<file path="config.mk">
export PLATFORM = sky130hd
export DESIGN_NAME = clkgen_dual
export DESIGN_NICKNAME = d
export VERILOG_FILES = /design/src/rtl/clkgen_pkg.sv /design/src/rtl/clkgen_regs.sv /design/src/rtl/clkgen_divider.sv /design/src/rtl/clkgen_pinmux.sv /design/src/rtl/clkgen_dual.sv
export SDC_FILE = /design/constraint.sdc
export NUM_CORES = 1
export LEC_CHECK = 0
export BUFFER_PORTS_ARGS = -buffer_cell sky130_fd_sc_hd__buf_2
export CAP_MARGIN = 20
export CELL_PAD_IN_SITES_DETAIL_PLACEMENT = 0
export CELL_PAD_IN_SITES_GLOBAL_PLACEMENT = 1
export CORE_AREA = 4 4 92 94
export CTS_BUF_LIST = sky130_fd_sc_hd__clkbuf_8 sky130_fd_sc_hd__clkbuf_16
export DETAILED_ROUTE_END_ITERATION = 6
export DIE_AREA = 0 0 96 98
export PLACE_DENSITY_LB_ADDON = 0.1
export SYNTH_ARGS = -nofsm -noshare
export SYNTH_HDL_FRONTEND = slang
export SYNTH_HIERARCHICAL = 1
export SYNTH_SLANG_ARGS = --single-unit
</file>
<file path="constraint.sdc">
create_clock -name clk -period 1.45 [get_ports clk]
set_input_delay 0.0725 -clock clk [delete_from_list [all_inputs] [get_ports clk]]
set_output_delay 0.0725 -clock clk [all_outputs]
set_load 0.02 [all_outputs]
</file>
<file path="src/rtl/clkgen_pkg.sv">
package clkgen_pkg;

    localparam int unsigned CNT_W       = 4;
    localparam int unsigned REG_W       = 32;
    localparam int unsigned NUM_CLK     = 2;
    localparam int unsigned SLOT_STRIDE = 16;
    localparam int unsigned DC_OFS      = 0;
    localparam int unsigned TC_OFS      = 4;
    localparam int unsigned EN_OFS      = 8;

    typedef struct packed {
        logic             en;
        logic [CNT_W-1:0] tc;
        logic [CNT_W-1:0] dc;
    } slot_cfg_t;

    typedef struct packed {
        logic             run;
        logic             wave;
        logic [CNT_W-1:0] cnt;
        logic [CNT_W-1:0] tc;
        logic [CNT_W-1:0] dc;
    } div_state_t;

    function automatic logic [REG_W-1:0] field_mask();
        logic [REG_W-1:0] m;
        m = '0;
        for (int k = 0; k < NUM_CLK; k++) begin
            for (int b = 0; b < CNT_W; b++) begin
                m[k*SLOT_STRIDE + DC_OFS + b] = 1'b1;
                m[k*SLOT_STRIDE + TC_OFS + b] = 1'b1;
            end
            m[k*SLOT_STRIDE + EN_OFS] = 1'b1;
        end
        return m;
    endfunction

endpackage

</file>
<file path="src/rtl/clkgen_regs.sv">
module clkgen_regs
    import clkgen_pkg::*;
(
    input  logic                      clk,
    input  logic                      rst_n,
    input  logic                      wr_i,
    input  logic [REG_W-1:0]          wdata_i,
    output logic [REG_W-1:0]          rdata_o,
    output slot_cfg_t [NUM_CLK-1:0]   cfg_o
);

    localparam logic [REG_W-1:0] FIELD_MASK = field_mask();

    typedef struct packed {
        logic [REG_W-1:0] word;
    } regs_t;

    regs_t reg_d, reg_q;

    always_comb begin
        reg_d = reg_q;
        if (wr_i) begin
            reg_d.word = wdata_i & FIELD_MASK;
        end
    end

    always_ff @(posedge clk or negedge rst_n) begin
        if (!rst_n) begin
            reg_q <= '0;
        end else begin
            reg_q <= reg_d;
        end
    end

    assign rdata_o = reg_q.word;

    for (genvar k = 0; k < NUM_CLK; k++) begin : g_slot
        assign cfg_o[k].dc = reg_q.word[k*SLOT_STRIDE + DC_OFS +: CNT_W];
        assign cfg_o[k].tc = reg_q.word[k*SLOT_STRIDE + TC_OFS +: CNT_W];
        assign cfg_o[k].en = reg_q.word[k*SLOT_STRIDE + EN_OFS];
    end

endmodule

</file>
<file path="src/rtl/clkgen_divider.sv">
module clkgen_divider
    import clkgen_pkg::*;
(
    input  logic      clk,
    input  logic      rst_n,
    input  slot_cfg_t cfg_i,
    output logic      wave_o,
    output logic      active_o
);

    div_state_t st_d, st_q;

    always_comb begin
        st_d = st_q;
        if (!cfg_i.en) begin
            // Stopped: counter held clear, pin handed back to the port value
            st_d.run  = 1'b0;
            st_d.wave = 1'b0;
            st_d.cnt  = '0;
        end else if (!st_q.run || (st_q.cnt >= st_q.tc)) begin
            // Fresh start or period boundary: capture counts, begin high
            st_d.run  = 1'b1;
            st_d.cnt  = '0;
            st_d.tc   = cfg_i.tc;
            st_d.dc   = cfg_i.dc;
            st_d.wave = 1'b1;
        end else begin
            st_d.cnt  = st_q.cnt + CNT_W'(1);
            st_d.wave = (st_d.cnt <= st_q.dc);
        end
    end

    always_ff @(posedge clk or negedge rst_n) begin
        if (!rst_n) begin
            st_q <= '0;
        end else begin
            st_q <= st_d;
        end
    end

    assign wave_o   = st_q.wave;
    assign active_o = st_q.run;

endmodule

</file>
<file path="src/rtl/clkgen_pinmux.sv">
module clkgen_pinmux
    import clkgen_pkg::*;
#(
    parameter int unsigned NUM_PINS     = 16,
    parameter int unsigned CLK_PIN_BASE = 14
) (
    input  logic [NUM_PINS-1:0] gpio_i,
    input  logic [NUM_CLK-1:0]  wave_i,
    input  logic [NUM_CLK-1:0]  active_i,
    output logic [NUM_PINS-1:0] pin_o
);

    always_comb begin
        pin_o = gpio_i;
        for (int k = 0; k < NUM_CLK; k++) begin
            if (active_i[k]) begin
                pin_o[CLK_PIN_BASE + k] = wave_i[k];
            end
        end
    end

endmodule

</file>
<file path="src/rtl/clkgen_dual.sv">
module clkgen_dual
    import clkgen_pkg::*;
#(
    parameter int unsigned NUM_PINS     = 16,
    parameter int unsigned CLK_PIN_BASE = 14
) (
    input  logic                clk,
    input  logic                rst_n,
    input  logic                cfg_wr_i,
    input  logic [REG_W-1:0]    cfg_wdata_i,
    output logic [REG_W-1:0]    cfg_rdata_o,
    input  logic [NUM_PINS-1:0] gpio_out_i,
    output logic [NUM_PINS-1:0] pin_o
);

    slot_cfg_t [NUM_CLK-1:0] slot_cfg;
    logic      [NUM_CLK-1:0] clk_wave;
    logic      [NUM_CLK-1:0] clk_active;

    clkgen_regs i_regs (
        .clk     (clk),
        .rst_n   (rst_n),
        .wr_i    (cfg_wr_i),
        .wdata_i (cfg_wdata_i),
        .rdata_o (cfg_rdata_o),
        .cfg_o   (slot_cfg)
    );

    for (genvar k = 0; k < NUM_CLK; k++) begin : g_div
        clkgen_divider i_div (
            .clk      (clk),
            .rst_n    (rst_n),
            .cfg_i    (slot_cfg[k]),
            .wave_o   (clk_wave[k]),
            .active_o (clk_active[k])
        );
    end

    clkgen_pinmux #(
        .NUM_PINS     (NUM_PINS),
        .CLK_PIN_BASE (CLK_PIN_BASE)
    ) i_pinmux (
        .gpio_i   (gpio_out_i),
        .wave_i   (clk_wave),
        .active_i (clk_active),
        .pin_o    (pin_o)
    );

endmodule

</file>
# --- Yosys cells after proc, flatten, opt, wreduce, memory -nomap -nowiden ---
# Cells that the tools add are included.
word_totals:
  reg_bits: 46
  input_bits: 51
  out_inout_bits: 48
  elab_cells: 33
classes:
  addsub: 2
  order_cmp: 4
  n_eq_ne: 2
  muxes: 8
  n_reduce_logical: 6
ops:
  columns: ["op", "count"]
  rows:
  - ["2-to-1 mux 6 bit", 2]
  - ["2-to-1 mux 5 bit", 2]
  - ["adder 4 x 1 -> 4 bit, second input constant", 2]
  - [">= comparator 4 bit", 2]
  - ["less-or-equal comparator 4 bit", 2]
  - ["2-to-1 mux 1 bit", 4]
  - ["inequality test 2 x 1 -> 1 bit, second input constant", 2]
  - ["AND reduction 2 bit", 2]
  - ["logical NOT 1 bit", 2]
  - ["logical OR 1 bit", 2]

# --- Depth between registers and ports, before layout ---
depth:
  depth_word: 4
  mapped_depth: 6
  ltp_nobuf: 6

# --- Modules after synthesis ---
# Netlist, hierarchy kept.
by_module_without_submodules:
  columns: ["module", "n_inst", "cells_each", "area_per_inst_um2", "seq_area_each_um2"]
  rows:
  - ["clkgen_divider", 2, 62, 729.4, 350.3]
  - ["clkgen_regs", 1, 71, 965.9, 450.4]
  - ["clkgen_pinmux", 1, 16, 135.1, 0.0]

# --- Least setup slack after synthesis ---
# OpenSTA, ideal clock, no wires.
synth_path:
  path_type: "reg2reg"
  startpoint: "reg g_div[0].i_div/st_q[8] in the netlist's numbering"
  endpoint: "reg g_div[0].i_div/st_q[0] in the netlist's numbering"
  setup_ns: 0.125
  arrival_ns: 1.483
  required_ns: 1.325
  setup_slack_ns: -0.158
  stages_incl_launch_ff: 7
  period_less_slack_ns: 1.608
  path_cell_list: "dfrtp_1 -> inv_1 -> ha_1 -> nor2_1 -> a21oi_2 -> o21ai_4 -> mux2_2"
synth_via:
  elab_chain_len: 3
synth_lines:
  columns: ["element", "line_no", "source"]
  rows:
  - ["start: declaration", "clkgen_divider.sv:11", "div_state_t st_d, st_q;"]
  - ["start signal: assignment", "clkgen_divider.sv:37", "st_q <= st_d;"]
  - [">= comparator 4 bit", "clkgen_divider.sv:20", "end else if (!st_q.run || (st_q.cnt >= st_q.tc)) begin"]
  - ["logical OR 1 bit", "clkgen_divider.sv:20", null]
  - ["AND reduction 2 bit (no source line)", null, null]
# No other way between the ends.
# A chain may end at the register's enable or synchronous reset.

# --- Worst setup path in the final report ---
layout_path:
  startpoint: "reg g_div[1].i_div/st_q[11] in the netlist's numbering"
  endpoint: "reg g_div[1].i_div/st_q[2] in the netlist's numbering"
layout_via:
  elab_chain_len: 3
layout_lines:
  columns: ["element", "line_no"]
  rows:
  - ["start: declaration", "clkgen_divider.sv:11"]
  - ["start signal: assignment", "clkgen_divider.sv:37"]
  - [">= comparator 4 bit", "clkgen_divider.sv:20"]
  - ["logical OR 1 bit", "clkgen_divider.sv:20"]
  - ["AND reduction 2 bit (no source line)", null]
# No other way between the ends.

==> Implementation_results.wiki <==
{| class="wikitable"
! Metric !! Value
|-
| Total Die Area || approximately 9400 µm²
|-
| Count of maximum capacitance violations || 0
|-
| Number of antenna cells inserted || 0
|-
| Total count of max-transition violations in the final report || 0
|-
| Clock latency on the worst-skew pair || ~0.30 ns
|-
| Leading cell type in the layout, fill and taps excluded || sky130_fd_sc_hd__dfrtp_1
|-
| Outcome || complete, but fails checks
|-
| Gr ovfl total || 0
|-
| Synthesized-area fraction occupied by xor and xnor cells || 0.01369
|-
| Post-Route Skew || between 0.01 and 0.015 ns
|-
| Clock root cell || sky130_fd_sc_hd__clkbuf_8
|-
| Post-synthesis cell type count || 26
|-
| Number of remaining DRC errors || 0
|-
| Register share of total power || 0.391
|-
| Violations in the final reports || setup timing
|-
| Internal Dissipation || between 3 and 4 mW
|-
| Arrival time worst endpoint || around 1.9 ns
|-
| CTS tree || done
|-
| Layout cell share with drive strength beyond 1 || 0.5741
|-
| Complex-gate fraction of the synthesized area || 0.04594
|-
| Flop and latch count out of synthesis || 46
|-
| Category of the most critical setup path || register to register
|-
| Initial antenna violation count || 0
|-
| Post-route worst setup slack || -0.2036 ns
|-
| Area share of and/or/nand/nor cells after synthesis || 0.04888
|-
| Detailed placement HPWL || approximately 3400 µm
|-
| Port Buffer Count || 42
|-
| Startpoint type of the worst setup path || register
|-
| Vias in the first global route || 1661
|-
| Global Route Usage Sum || 0.1115
|-
| Leading cell types in the layout, fill and taps excluded || sky130_fd_sc_hd__dfrtp_1, sky130_fd_sc_hd__buf_2, sky130_fd_sc_hd__mux2_4, sky130_fd_sc_hd__buf_4, sky130_fd_sc_hd__dlygate4sd3_1
|-
| Number of nets with antenna violations after routing || 0
|-
| Synth Area per Inst || around 12 µm²
|-
| Nets || between 300 and 400
|-
| Via density || 4.210
|-
| Max clock buf depth || 2
|-
| # IOs || between 90 and 100
|-
| Maximum number of pins on one net before global-route repair || 39
|-
| Total number of vias || roughly 1600
|-
| Number of buffers inserted during clock tree synthesis || 5
|-
| Area of the mapped netlist || between 2000 and 3000 µm²
|-
| Peak fanout along the critical path || 4
|-
| Psw || 1.356 mW
|-
| Final GP Congestion || roughly 0.7
|-
| Sinks on the clock net || between 40 and 50
|-
| Core footprint || about 7600 µm²
|-
| Required @ worst endpoint || ~1.6 ns
|-
| Syn Inst Count || 211
|-
| Combinational Power Share || 0.386
|-
| Fin crit share || 1.140
|-
| Post-synthesis sequential area ratio || 0.4497
|-
| Hold/Removal Path Class || primary input to register
|-
| Number of iterations in the first detailed-routing pass || 2
|-
| Drt total wl || about 5000 µm
|-
| Die H || between 90 and 100 µm
|-
| Final critical delay including setup and external delays || between 1.5 and 2 ns
|-
| Share of synthesized area spent on multiplexers || 0.1760
|-
| FILL cells || approximately 700
|-
| Horiz. Die Dim || between 90 and 100 µm
|-
| Signed area change from the synthesized netlist to the final layout || 33.24%
|-
| Leading cell types by total area after synthesis || sky130_fd_sc_hd__dfrtp_1, sky130_fd_sc_hd__buf_4, sky130_fd_sc_hd__mux2_2
|-
| Final setup vio count || 26
|-
| Utilization of the core after routing || 0.4460
|-
| Number of DRC markers after the initial detailed-route iteration || 35
|-
| Maximum clock frequency || 604.7 MHz
|-
| Setup repair after global routing missed its margin || true
|-
| Wire length of the first global-routing pass || 8148 µm
|-
| Synthesis warning total || 6
|-
| Avg WL per Cell || approximately 13 µm
|-
| Area leader, netlist || sky130_fd_sc_hd__dfrtp_1
|-
| Crit end category || register
|-
| IR Drop Worst-Case VDD || about 0.00048 V
|-
| Worst-path clk slew || roughly 0.090 ns
|-
| Worst hold slack || ~0.015 ns
|-
| Main combinational cell family by area after synthesis || buffers and inverters
|-
| Power density relative to cell area || 1297 nW/µm²
|-
| Cell leakage power || 1.694 nW
|-
| Switching portion of total power || 0.3064
|-
| Number of rows created at floorplan || 32
|-
| Area fraction of the dominant cell type after synthesis || 0.4497
|-
| CTS HTree Levels || 2
|-
| Effective utilization at floorplan || 0.3348
|-
| Clk pwr share || 0.223
|-
| Final-report hold violation count || 0
|-
| Fraction of the mapped netlist area in adder cells || 0.08798
|}
-- repair_timing --
action | CTS | global route
endpoints found under the setup margin | 26 | 26
hold buffers | 15 | 0
pin swaps | 14 | 18
gates resized for setup | 31 | 27
hold endpoints to repair | 60 | 0
cloned | 0 | 0
setup buffers | 6 | 7
-- power groups by stage --
stage	Sequential (mW)	Clock, mW	Combinational (mW)
after floorplan	1.69	0	1.04
after global placement	1.73	0	1.28
after detailed placement	1.74	0	1.28
after CTS	1.72	1.05	1.45
after global routing	1.77	1.09	1.88
final	1.73	0.989	1.71
-- per-layer routing --
metal | global-route usage | up-vias | routed length, µm
li1 | - | 757 | -
met1 | 0.1526 | 754 | 2394
met2 | 0.1699 | 47 | 2249
met3 | 0.02696 | 8 | 283
met4 | 0.04048 | 0 | 63
met5 | 0 | - | 0
-- layout make-up --
cell class              instances  area, µm²  share of cell area
clock buffers                   6      82.58             0.02421
clock inverters                 1      30.03            0.008804
inverters                      18      67.56             0.01981
multi-input cells             110       1284              0.3764
flip-flops and latches         46       1151              0.3375
well taps                     102      127.6             0.03742
repair buffers                 89      668.1              0.1959
-- synthesized netlist by cell type --
| master | number |
|---|---|
| sky130_fd_sc_hd__buf_4 | 46 |
| sky130_fd_sc_hd__dfrtp_1 | 46 |
| sky130_fd_sc_hd__mux2_2 | 24 |
| sky130_fd_sc_hd__ha_1 | 18 |
| sky130_fd_sc_hd__inv_1 | 18 |
| sky130_fd_sc_hd__mux2_4 | 12 |
| sky130_fd_sc_hd__nor2_1 | 6 |
| sky130_fd_sc_hd__a21oi_1 | 4 |
| sky130_fd_sc_hd__nand2_1 | 4 |
| sky130_fd_sc_hd__nor2b_1 | 4 |
| sky130_fd_sc_hd__a21oi_2 | 2 |
| sky130_fd_sc_hd__a31oi_1 | 2 |
| sky130_fd_sc_hd__and3_1 | 2 |
| sky130_fd_sc_hd__clkbuf_1 | 2 |
| sky130_fd_sc_hd__nand3_1 | 2 |
| sky130_fd_sc_hd__nand3b_1 | 2 |
| sky130_fd_sc_hd__nand4_1 | 2 |
| sky130_fd_sc_hd__o211ai_2 | 2 |
| sky130_fd_sc_hd__o21ai_0 | 2 |
| sky130_fd_sc_hd__o21ai_4 | 2 |
| sky130_fd_sc_hd__or3_1 | 2 |
| sky130_fd_sc_hd__xnor2_1 | 2 |
| sky130_fd_sc_hd__xor2_1 | 2 |
| sky130_fd_sc_hd__buf_12 | 1 |
| sky130_fd_sc_hd__buf_6 | 1 |
| sky130_fd_sc_hd__conb_1 | 1 |
-- worst paths after layout --
path	from	endpoint	slack [ns]	cells after the start
hold reg to reg	g_div[0].i_div/st_q[6]	g_div[0].i_div/st_q[6]	0.52	1
setup / recovery	g_div[1].i_div/st_q[11]	g_div[1].i_div/st_q[2]	-0.20	6
max in group asynchronous	rst_n	i_regs/rdata_o[6]	0.78	3
min in group asynchronous	rst_n	i_regs/rdata_o[1]	0.18	2
hold / removal	cfg_wdata_i[6]	i_regs/rdata_o[6]	0.01	2
setup reg to reg	g_div[1].i_div/st_q[11]	g_div[1].i_div/st_q[2]	-0.20	6
-- critical path, stage by stage (launching register included) --
cell and delay (ns):
sky130_fd_sc_hd__dfrtp_1 0.44, sky130_fd_sc_hd__ha_4 0.26, sky130_fd_sc_hd__nand2_2 0.05, sky130_fd_sc_hd__nand3b_1 0.13
sky130_fd_sc_hd__o21ai_4 0.21, sky130_fd_sc_hd__buf_6 0.15, sky130_fd_sc_hd__mux2_4 0.30
-- per-stage QoR --
step / instance area, µm² / std cells / setup WS [ns] / power, mW / setup TNS [ns]
after floorplan: 2629 / 224 / -0.1580 / 2.733 / -2.426
after global placement: 2783 / 338 / -0.2137 / 3.017 / -4.676
after detailed placement: 2783 / 338 / -0.2141 / 3.016 / -4.714
after CTS: 3214 / 365 / -0.2362 / 4.219 / -4.615
after global routing: 3411 / 372 / -0.2666 / 4.742 / -5.972
final: 3411 / 372 / -0.2036 / 4.425 / -4.194
-- flip-flops by register name, indices dropped and copies added, names as in the netlist --
register and cells:
g_div.i_div/st_q 24, i_regs/rdata_o 18, g_div.i_div/active_o 2, g_div.i_div/wave_o 2
-- logic make-up after synthesis --
group,Yosys count
flip-flops,46
AO/OA/AOI/OAI,14
other,1
multiplexers,36
XOR/XNOR,4
adder cells (fa/ha/maj),18
AND/OR/NAND/NOR,24
buffers and inverters,68
(Power assumes the default switching activity.)
